**config.mk**
```make
export PLATFORM = sky130hd
export DESIGN_NAME = tdma_seg_arbiter
export DESIGN_NICKNAME = d
export VERILOG_FILES = /design/src/rtl/tdma_pkg.sv /design/src/rtl/tdma_seg_table.sv /design/src/rtl/tdma_slot_timer.sv /design/src/rtl/tdma_grant_gen.sv /design/src/rtl/tdma_seg_arbiter.sv
export SDC_FILE = /design/constraint.sdc
export NUM_CORES = 1
export LEC_CHECK = 0
export BUFFER_PORTS_ARGS = -buffer_cell sky130_fd_sc_hd__buf_2
export CAP_MARGIN = 20
export CORE_MARGIN = 2
export CORE_UTILIZATION = 66
export DETAILED_ROUTE_END_ITERATION = 10
export HOLD_SLACK_MARGIN = 0.1
export PLACE_DENSITY_LB_ADDON = 0.2
export SYNTH_ARGS = -nofsm -noshare
export SYNTH_HDL_FRONTEND = slang
export SYNTH_SLANG_ARGS = --single-unit
```
**constraint.sdc**
```tcl
create_clock -name clk -period 9 [get_ports clk]
set_input_delay 0 -clock clk [delete_from_list [all_inputs] [get_ports clk]]
set_output_delay 0 -clock clk [all_outputs]
set_load 0.05 [all_outputs]
```
**src/rtl/tdma_pkg.sv**
```systemverilog
package tdma_pkg;

    // Mode input decoded as a packed struct: bit 1 pins segment 0, bit 0 equalises slots.
    typedef struct packed {
        logic one_seg;
        logic eq_slots;
    } mode_t;

    // Effective slot length: a zero entry is treated as one cycle.
    function automatic logic [15:0] eff_len(input logic [15:0] raw);
        return (raw == 16'd0) ? 16'd1 : raw;
    endfunction

endpackage

```
**src/rtl/tdma_seg_table.sv**
```systemverilog
module tdma_seg_table #(
    parameter int NUM_CORES = 4,
    parameter int NUM_SEGS  = 4,
    parameter int LEN_W     = 8,
    localparam int SLOT_W   = $clog2(NUM_CORES),
    localparam int SEG_W    = $clog2(NUM_SEGS)
) (
    input  logic              clk,
    input  logic              rst_n,
    input  logic              wr_en,
    input  logic [SEG_W-1:0]  wr_seg,
    input  logic [SLOT_W-1:0] wr_slot,
    input  logic [SLOT_W-1:0] wr_owner,
    input  logic [LEN_W-1:0]  wr_len,
    input  logic              eq_wr_en,
    input  logic [LEN_W-1:0]  eq_wr_len,
    input  logic [SEG_W-1:0]  rd_seg,
    input  logic [SLOT_W-1:0] rd_slot,
    output logic [SLOT_W-1:0] rd_owner,
    output logic [LEN_W-1:0]  rd_len,
    output logic [LEN_W-1:0]  eq_len
);

    logic [SLOT_W-1:0] own_q [NUM_SEGS][NUM_CORES];
    logic [SLOT_W-1:0] own_d [NUM_SEGS][NUM_CORES];
    logic [LEN_W-1:0]  len_q [NUM_SEGS][NUM_CORES];
    logic [LEN_W-1:0]  len_d [NUM_SEGS][NUM_CORES];
    logic [LEN_W-1:0]  eq_q, eq_d;

    always_comb begin
        own_d = own_q;
        len_d = len_q;
        eq_d  = eq_q;
        for (int s = 0; s < NUM_SEGS; s++) begin
            for (int k = 0; k < NUM_CORES; k++) begin
                if (wr_en && wr_seg == SEG_W'(s) && wr_slot == SLOT_W'(k)) begin
                    own_d[s][k] = wr_owner;
                    len_d[s][k] = wr_len;
                end
            end
        end
        if (eq_wr_en) eq_d = eq_wr_len;
    end

    always_ff @(posedge clk or negedge rst_n) begin
        if (!rst_n) begin
            for (int s = 0; s < NUM_SEGS; s++) begin
                for (int k = 0; k < NUM_CORES; k++) begin
                    own_q[s][k] <= SLOT_W'(k);
                    len_q[s][k] <= LEN_W'(1);
                end
            end
            eq_q <= LEN_W'(1);
        end else begin
            own_q <= own_d;
            len_q <= len_d;
            eq_q  <= eq_d;
        end
    end

    assign rd_owner = own_q[rd_seg][rd_slot];
    assign rd_len   = len_q[rd_seg][rd_slot];
    assign eq_len   = eq_q;

endmodule

```
**src/rtl/tdma_slot_timer.sv**
```systemverilog
module tdma_slot_timer
    import tdma_pkg::*;
#(
    parameter int NUM_CORES = 4,
    parameter int NUM_SEGS  = 4,
    parameter int LEN_W     = 8,
    localparam int SLOT_W   = $clog2(NUM_CORES),
    localparam int SEG_W    = $clog2(NUM_SEGS)
) (
    input  logic              clk,
    input  logic              rst_n,
    input  mode_t             mode,
    input  logic [LEN_W-1:0]  slot_len,
    input  logic [LEN_W-1:0]  eq_len,
    input  logic              act_valid,
    input  logic [SEG_W-1:0]  act_seg,
    output logic [SEG_W-1:0]  seg,
    output logic [SLOT_W-1:0] slot,
    output logic [LEN_W-1:0]  cyc
);

    typedef struct packed {
        logic [SEG_W-1:0]  seg;
        logic [SLOT_W-1:0] slot;
        logic [LEN_W-1:0]  cyc;
        logic              pend_v;
        logic [SEG_W-1:0]  pend_seg;
    } tstate_t;

    tstate_t st_q, st_d;

    logic [LEN_W-1:0] raw_len;
    logic [LEN_W:0]   len_ext;
    logic [LEN_W:0]   cyc_nxt;
    logic             slot_end;
    logic             last_slot;
    logic             period_end;

    always_comb begin
        raw_len    = mode.eq_slots ? eq_len : slot_len;
        len_ext    = (LEN_W+1)'(eff_len(16'(raw_len)));
        cyc_nxt    = {1'b0, st_q.cyc} + 1'b1;
        slot_end   = (cyc_nxt >= len_ext);
        last_slot  = (st_q.slot == SLOT_W'(NUM_CORES - 1));
        period_end = slot_end && last_slot;

        st_d = st_q;
        if (slot_end) begin
            st_d.cyc  = '0;
            st_d.slot = last_slot ? '0 : st_q.slot + 1'b1;
        end else begin
            st_d.cyc = cyc_nxt[LEN_W-1:0];
        end

        if (period_end) begin
            if (mode.one_seg) begin
                st_d.seg = '0;
            end else if (st_q.pend_v) begin
                st_d.seg = st_q.pend_seg;
            end
            st_d.pend_v = 1'b0;
        end

        if (mode.one_seg) begin
            st_d.pend_v = 1'b0;
        end else if (act_valid) begin
            st_d.pend_v   = 1'b1;
            st_d.pend_seg = act_seg;
        end
    end

    always_ff @(posedge clk or negedge rst_n) begin
        if (!rst_n) st_q <= '0;
        else        st_q <= st_d;
    end

    assign seg  = st_q.seg;
    assign slot = st_q.slot;
    assign cyc  = st_q.cyc;

endmodule

```
**src/rtl/tdma_grant_gen.sv**
```systemverilog
module tdma_grant_gen #(
    parameter int NUM_CORES = 4,
    localparam int SLOT_W   = $clog2(NUM_CORES)
) (
    input  logic [NUM_CORES-1:0] req,
    input  logic [SLOT_W-1:0]    owner,
    output logic [NUM_CORES-1:0] gnt
);

    for (genvar i = 0; i < NUM_CORES; i++) begin : g_core
        assign gnt[i] = req[i] && (owner == SLOT_W'(i));
    end

endmodule

```
**src/rtl/tdma_seg_arbiter.sv**
```systemverilog
module tdma_seg_arbiter
    import tdma_pkg::*;
#(
    parameter int NUM_CORES = 4,
    parameter int NUM_SEGS  = 4,
    parameter int LEN_W     = 8,
    localparam int SLOT_W   = $clog2(NUM_CORES),
    localparam int SEG_W    = $clog2(NUM_SEGS)
) (
    input  logic                 clk,
    input  logic                 rst_n,
    input  logic [NUM_CORES-1:0] req,
    output logic [NUM_CORES-1:0] gnt,
    output logic [SEG_W-1:0]     seg_now,
    input  logic [1:0]           mode,
    input  logic                 act_valid,
    input  logic [SEG_W-1:0]     act_seg,
    input  logic                 tbl_we,
    input  logic [SEG_W-1:0]     tbl_seg,
    input  logic [SLOT_W-1:0]    tbl_slot,
    input  logic [SLOT_W-1:0]    tbl_owner,
    input  logic [LEN_W-1:0]     tbl_len,
    input  logic                 eq_we,
    input  logic [LEN_W-1:0]     eq_len_wr
);

    mode_t             mode_s;
    logic [SLOT_W-1:0] slot_idx;
    logic [LEN_W-1:0]  cyc_idx;
    logic [SLOT_W-1:0] cur_owner;
    logic [LEN_W-1:0]  cur_len;
    logic [LEN_W-1:0]  eq_len;

    assign mode_s = mode_t'(mode);

    tdma_seg_table #(
        .NUM_CORES(NUM_CORES), .NUM_SEGS(NUM_SEGS), .LEN_W(LEN_W)
    ) u_table (
        .clk      (clk),
        .rst_n    (rst_n),
        .wr_en    (tbl_we),
        .wr_seg   (tbl_seg),
        .wr_slot  (tbl_slot),
        .wr_owner (tbl_owner),
        .wr_len   (tbl_len),
        .eq_wr_en (eq_we),
        .eq_wr_len(eq_len_wr),
        .rd_seg   (seg_now),
        .rd_slot  (slot_idx),
        .rd_owner (cur_owner),
        .rd_len   (cur_len),
        .eq_len   (eq_len)
    );

    tdma_slot_timer #(
        .NUM_CORES(NUM_CORES), .NUM_SEGS(NUM_SEGS), .LEN_W(LEN_W)
    ) u_timer (
        .clk      (clk),
        .rst_n    (rst_n),
        .mode     (mode_s),
        .slot_len (cur_len),
        .eq_len   (eq_len),
        .act_valid(act_valid),
        .act_seg  (act_seg),
        .seg      (seg_now),
        .slot     (slot_idx),
        .cyc      (cyc_idx)
    );

    tdma_grant_gen #(
        .NUM_CORES(NUM_CORES)
    ) u_grant (
        .req  (req),
        .owner(cur_owner),
        .gnt  (gnt)
    );

endmodule

```
==> impl_metrics.py, run 1 <==
metrics = {
    "synth": {
        "synthFlopType": "dfrtp_1",
        "async_flop_share": 1.00,
        "synth_warnings": 0,
        "syn_avg_cell_area_sq_um": 15.1,
        "ys_seq_area_frac": 0.537,
        "synth_nets": 613,
        "ys_types": 43,
        "synth_edf_count": 0,
        "netlist_area_sq_mm": 0.00860,
        "synth-seq-cells": 183,
        "syn-instance-count": 568,
    },
    "sta": {
        "drv_slew": 0,
        "max_slew_margin": 0.329,
        "rsz0062_at_grt": "false",
        "clock.fmax_mhz": 192,
        "hold_viol_final": 0,
        "skew_ns": 0.00792,
        "setup_tns_ns": 0,
        "tightest_slew_ns": 1.01,
        "finalSetupViolations": 0,
        "post-route-min-period_ns": 5.20,
        "timing.final.crit_share": 0.578,
        "setup_slack_ns": 3.80,
    },
    "route": {
        "vias": 5201,
        "drt-initial-drc-count": 412,
        "viasPerCell": 6.32,
        "first_pass_iters": 5,
        "final_antenna_net_count": 0,
        "drc": 0,
        "wl_um": 19100,
        "wl_per_cell_um": 23.3,
    },
    "finish": {
        "final_cell_mix": "mux2_2 (173), dfrtp_1 (148), buf_2 (39)",
        "area_growth_pct": 15.1,
        "nets": 683,
        "multiInputGateArea_sq_mm": 0.00381,
        "antennaDiodeCount": 0,
        "final_layout_size_suffix_gt1_frac": 0.508,
        "layout_commonest_cell": "mux2_2",
        "fin_cells": 823,
        "seqCellArea_sq_mm": 0.00462,
        "fin_area_sq_mm": 0.00990,
        "fillCellCount": 741,
        "postLayoutCoreUtil": 0.781,
    },
    "worst_setup_path": {
        "reg2reg_depth": 15,
        "reg2reg_from": "u_timer.seg[0]",
        "cp_max_fo": 34,
        "reg2reg_slack_ns": 3.80,
        "crit_required_ns": 9.37,
        "start_kind": "flop",
        "regToRegEndpoint": "u_timer.st_q[2]",
        "crit_path_end_kind": "flop",
        "critPathKind": "reg -> reg",
        "cp.arrival_ns": 5.57,
    },
    "place": {
        "port_buffers": 40,
        "place_area_sq_mm": 0.00897,
        "hpwl_um": 11800,
        "place.gp.congestion": 0.880,
        "place_inst": 757,
        "place_ws_ns": 4.34,
    },
    "power": {
        "swShare": 0.302,
        "seqPwrFrac": 0.420,
        "ir_drop_uv": 169,
        "p_int_mw": 1.95,
        "power_density_mw_per_mm2": 283,
        "clock_power_share": 0.261,
        "p_leak_nw": 4.25,
        "p_sw_uw": 844,
        "combPwrFrac": 0.319,
    },
    "grt": {
        "grt_usage": 0.296,
        "overflow": 0,
        "grt_pass1_vias": 5635,
        "grt_first_pass_wirelength_um": 30700,
        "antenna_found_initial": 0,
        "grt_max_degree": 106,
    },
    "worst_hold_path": {
        "hp-class": "in -> async",
    },
    "clock_tree": {
        "path_clk_slew_ns": 0.06,
        "cts_tree": "built",
        "htreeDepth": 4,
        "cts.root.buffer_cell": "clkbuf_16",
        "cts_made_buffers": 17,
        "clk_latency_ns": 0.44,
        "cts.sink_count": 183,
        "clockBufferDepth": 2,
    },
    "die": {
        "num_rows": 41,
        "dieArea_sq_mm": 0.0140,
        "die_x_um": 118,
        "dieHeight_um": 118,
        "coreArea_sq_mm": 0.0127,
        "initial_core_util": 0.679,
        "ioPinCount": 41,
    },
    "flow_run": {
        "max_cap_viol_count": 0,
    },
    "status": {
        "status": "finished, final reports clean",
    },
}
-- worst max-delay path by stage --
stage | startpoint | endpoint | slack [ns]
after detailed placement | u_timer.seg[0] | u_timer.st_q[2] | 4.34
final | u_timer.seg[0] | u_timer.st_q[2] | 3.80
after global placement | u_timer.seg[0] | u_timer.slot[1] | 4.38
after floorplan | u_timer.seg[0] | u_timer.st_q[2] | 5.08
after CTS | u_timer.seg[0] | u_timer.st_q[2] | 3.80
after global routing | u_timer.seg[0] | u_timer.st_q[2] | 3.48
-- stage by stage --
step	hold slack, ns	power (mW)
finish	0.233	2.80
global placement	0.154	2.01
CTS	0.246	2.80
detailed placement	0.176	2.05
global route	0.292	2.94
floorplan	-0.296	1.84
-- Yosys cell counts (7+ instances only) --
cell type | instances | area share
nor2b_1 | 10 | 0.0073
ha_1 | 10 | 0.015
mux2i_1 | 10 | 0.012
mux4_2 | 38 | 0.10
nand2_1 | 7 | 0.0031
mux2_2 | 173 | 0.23
a21oi_1 | 7 | 0.0041
nor2_1 | 22 | 0.0096
nand3_1 | 8 | 0.0047
dfrtp_1 | 150 | 0.44
dfstp_2 | 33 | 0.10
clkbuf_1 | 27 | 0.012
-- layer usage --
metal / up-vias / wire, um / track usage
met2: 158 / 9690 / 0.486
met4: 0 / 450 / 0.123
li1: 2264 / - / -
met5: - / 0 / 0
met1: 2748 / 7930 / 0.392
met3: 31 / 1070 / 0.0565
-- critical path, cell delays in order (launching register included) --
cell and delay, ns:
dfrtp_2 1.03, mux4_2 0.59, nor2b_1 0.14, a2111oi_0 0.58, a221o_1 0.25, nand4_1 0.10, o21ai_1 0.14, ha_1 0.24
nand2b_1 0.15, a21o_1 0.17, a21o_1 0.17, a21oi_1 0.13, o21ai_0 0.15, or2_2 0.44, a311oi_1 0.29, dlygate4sd3_1 0.57
-- cell families after synthesis --
group	synth area share
simple gates	0.0432
flops	0.537
xor+xnor	0.00611
fa+ha+maj	0.0146
buf+inv	0.0196
mux	0.353
compound gates	0.0260
-- sequential cells by signal, summed over array words and instances (netlist names) --
signal          cells
u_table.len_q     128
u_table.own_q      32
u_table.eq_len      8
u_timer.cyc         8
u_timer.st_q        3
u_timer.seg         2
u_timer.slot        2
-- power by group through the flow --
stage          sequential (mW)  combinational, mW  clock (mW)
6_report                  1.18              0.892       0.731
5_1_grt                   1.20              0.961       0.779
4_1_cts                   1.17              0.892       0.741
3_5_place_dp              1.18              0.869           0
3_3_place_gp              1.17              0.837           0
2_1_floorplan             1.12              0.721           0
-- area by class of cell --
type | instances | share of cell area
clock buffers | 24 | 0.0528
clock inverters | 8 | 0.00683
inverters | 4 | 0.00152
multi-input cells | 345 | 0.385
flip-flops and latches | 183 | 0.467
well taps | 172 | 0.0217
repair buffers | 87 | 0.0651
-- what timing repair did --
action                                 4_1_cts  5_1_grt
resized for setup                            0        0
endpoints found under the hold margin      260        0
setup buffers                                0        0
hold buffers                                34        0
(Power assumes the default switching activity.)
==> inputs of run 2 (changes only) <==
--- a/config.mk
+++ b/config.mk
@@ -5,10 +5,11 @@
 export SDC_FILE = /design/constraint.sdc
 export NUM_CORES = 1
 export LEC_CHECK = 0
+export ABC_AREA = 1
 export BUFFER_PORTS_ARGS = -buffer_cell sky130_fd_sc_hd__buf_2
 export CAP_MARGIN = 20
 export CORE_MARGIN = 2
-export CORE_UTILIZATION = 66
+export CORE_UTILIZATION = 56
 export DETAILED_ROUTE_END_ITERATION = 10
 export HOLD_SLACK_MARGIN = 0.1
 export PLACE_DENSITY_LB_ADDON = 0.2
==> constraint.sdc (replaced) <==
create_clock -name clk -period 4.5 [get_ports clk]
set_input_delay 0 -clock clk [delete_from_list [all_inputs] [get_ports clk]]
set_output_delay 0 -clock clk [all_outputs]
set_load 0.05 [all_outputs]
==> run 2 against run 1 <==
Effect of this change: clock power grew 110%; cell area is 0.49% lower; sequential power up 94%; combinational power increased by 110%; maximum frequency rose by 35%; hold slack worse by 0.12 ns; critical path depth up 5; non-clock buffer count grew 4; highest routed layer unchanged.
==> impl_metrics.py, run 2 <==
metrics = {
    "grt": {
        "grt_max_degree": 104,
        "grt_first_pass_wirelength_um": 36100,
        "grt_usage": 0.282,
        "use_met2": 0.450,
        "met1_usage": 0.400,
        "busiest_layer": "met2",
        "grtUsageMet3": 0.0541,
        "grt_pass1_vias": 6969,
        "overflow": 0,
        "antenna_found_initial": 0,
    },
    "route": {
        "wl_per_cell_um": 17.0,
        "wl_um": 22300,
        "first_pass_iters": 6,
        "viasPerCell": 5.67,
        "drc": 0,
        "vias": 7410,
        "final_antenna_net_count": 0,
        "drt-initial-drc-count": 697,
    },
    "clock_tree": {
        "cts_made_buffers": 17,
        "path_clk_slew_ns": 0.07,
        "clk_latency_ns": 0.43,
        "cts.sink_count": 183,
        "post_cts.repair.setup_buffers": 0,
        "clockBufferDepth": 2,
        "hold_buffers": 41,
        "cts.repair.resized": 0,
        "htreeDepth": 4,
        "cts.root.buffer_cell": "clkbuf_16",
        "cts_tree": "built",
    },
    "synth": {
        "synth_warnings": 0,
        "yosys-top-cells-count": "nand2_1 (344), o21ai_0 (170), dfrtp_1 (150)",
        "post-synth-top-count-cell": "nand2_1",
        "synthFlopType": "dfrtp_1",
        "syn-instance-count": 1075,
        "async_flop_share": 1.00,
        "ys_types": 32,
        "syn_avg_cell_area_sq_um": 8.11,
        "ys_seq_area_frac": 0.530,
        "synthTopCellsByArea": "dfrtp_1 (43%), nand2_1 (15%), dfstp_2 (9.9%), o21ai_0 (9.8%), nand3_1 (6.0%)",
        "yosysTopAreaCellShare": 0.430,
        "netlist_area_sq_mm": 0.00872,
        "synth_nets": 1120,
        "synth_edf_count": 0,
        "synth-seq-cells": 183,
        "synth_area_leader_cell": "dfrtp_1",
    },
    "power": {
        "power_mw": 5.68,
        "p_leak_nw": 4.68,
        "ir_drop_uv": 408,
        "power_density_mw_per_mm2": 576,
    },
    "finish": {
        "fin_cells": 1308,
        "fin_area_sq_mm": 0.00985,
        "top_register": "u_table.len_q",
        "largest_register_ffs": 128,
        "nets": 1152,
        "reg_top3": "u_table.len_q (128), u_table.own_q (32)",
        "final_cell_mix": "nand2_1 (344), o21ai_0 (170), dfrtp_1 (149)",
        "antennaDiodeCount": 0,
        "final_layout_size_suffix_gt1_frac": 0.112,
        "layout_commonest_cell": "nand2_1",
        "area_growth_pct": 12.9,
    },
    "worst_setup_path": {
        "cp_max_fo": 89,
        "start_kind": "flop",
        "crit_slowest_cell": "dfrtp_2",
        "reg2reg_from": "u_timer.seg[0]",
        "crit_path_end_kind": "flop",
        "reg2reg_depth": 20,
        "crit_required_ns": 4.82,
        "reg2reg_slack_ns": 0.65,
        "cp_common_cell": "nand2_1",
        "critPathKind": "reg -> reg",
        "cp.arrival_ns": 4.17,
        "max_stage_delay_ns": 0.64,
        "regToRegEndpoint": "u_timer.st_q[2]",
        "critical_path.cell_chain": "inv_8 > nand2_1 > nand3_1 > nand3_1 > nand2_1 > nand2_1 > nand3_1 > nand2_1 > nand2_1 > nor2_1 > nand2_1 > nand2_1 > ha_1 > nand3_1 > or3_1 > nand3_2 > nand2_1 > nand2_1 > nand2_1 > dlygate4sd3_1",
    },
    "sta": {
        "rsz0062_at_grt": "false",
        "post-route-min-period_ns": 3.85,
        "clock.fmax_mhz": 259,
        "holdWs_ns": 0.111,
        "hold_viol_final": 0,
        "timing.final.crit_share": 0.857,
        "setup_tns_ns": 0,
        "max_slew_margin": 0.357,
        "drv_slew": 0,
        "finalSetupViolations": 0,
        "skew_ns": 0.00800,
        "tightest_slew_ns": 0.965,
    },
    "place": {
        "place_area_sq_mm": 0.00883,
        "hpwl_um": 13200,
        "port_buffers": 40,
        "place.gp.congestion": 0.825,
        "place_inst": 1235,
    },
    "worst_hold_path": {
        "holdPathStages": 3,
        "hp-class": "in -> reg",
        "holdPathEnd": "u_table.len_q[43]",
        "worstHoldStart": "tbl_len[3]",
    },
    "flow_run": {
        "max_cap_viol_count": 0,
    },
    "die": {
        "initial_core_util": 0.574,
        "ioPinCount": 41,
        "die_x_um": 129,
        "num_rows": 45,
        "coreArea_sq_mm": 0.0152,
        "dieHeight_um": 129,
        "dieArea_sq_mm": 0.0166,
    },
    "status": {
        "status": "finished, final reports clean",
    },
}
## run 2: changes by cell type after synthesis, sizes merged, moves of 43 or more
cell   before  now
mux2      173    3
inv         4   54
nand3       8  105
o21ai       7  175
nand2       7  345
mux4       43    0
## run 2: cell type report
class | count | area [sq um]
multi-input cells | 759 | 3460
fillers | 1290 | 5350
well taps | 188 | 235
repair buffers | 91 | 704
inverters | 55 | 214
clock buffers | 23 | 522
clock inverters | 9 | 86.3
flip-flops and latches | 183 | 4620
## run 2: metal layers
metal / vias to the layer above / wire (um) / part of all wire
met1: 3558 / 10100 / 0.45
met4: 0 / 455 / 0.020
met5: - / 0 / 0
li1: 3556 / - / -
met3: 37 / 1380 / 0.062
met2: 259 / 10300 / 0.46
## run 2: metrics by stage
stage | util | setup WS (ns)
floorplan | - | 2.07
global placement | 0.581 | 1.18
detailed placement | 0.581 | 1.14
CTS | 0.648 | 0.658
global route | 0.648 | 0.280
finish | 0.648 | 0.645
## run 2: cells by family (layout without fill, tap and decap cells)
family                   count (synthesis)  after routing  synth area share
adder cells (fa/ha/maj)                 10             10            0.0143
AND/OR/NAND/NOR                        520            520             0.242
XOR/XNOR                                 4              4           0.00402
flip-flops                             183            183             0.530
AO/OA/AOI/OAI                          222            222             0.133
multiplexers                             3              3           0.00387
buffers and inverters                  133            178            0.0736
## run 2: report_power, final
| group | internal, mW | leakage, nW | switching (mW) |
|---|---|---|---|
| Sequential | 2.04 | 2.22 | 0.247 |
| Combinational | 0.632 | 2.17 | 1.25 |
| Clock | 0.877 | 0.295 | 0.626 |
| Total | 3.55 | 4.68 | 2.12 |
## run 2: worst max-delay path, delay by kind of cell (launching register included)
| kind | cells | cell delay (ns) |
|---|---|---|
| adders and majority gates | 1 | 0.26 |
| buffers and inverters | 2 | 1.01 |
| DFF | 1 | 0.64 |
| and+or+nand+nor | 17 | 1.79 |
## run 2: how the worst max path moves through the flow
| stage | start | endpoint | depth (start not counted) | slack (ns) |
|---|---|---|---|---|
| 2_1_floorplan | u_timer.seg[0] | u_timer.seg[0] | 16 | 2.07 |
| 5_1_grt | u_timer.seg[0] | u_timer.st_q[2] | 24 | 0.28 |
| 3_3_place_gp | u_timer.seg[0] | u_timer.seg[0] | 19 | 1.18 |
| 3_5_place_dp | u_timer.seg[0] | u_timer.seg[0] | 19 | 1.14 |
| 4_1_cts | u_timer.seg[0] | u_timer.st_q[2] | 20 | 0.66 |
| 6_report | u_timer.seg[0] | u_timer.st_q[2] | 20 | 0.65 |
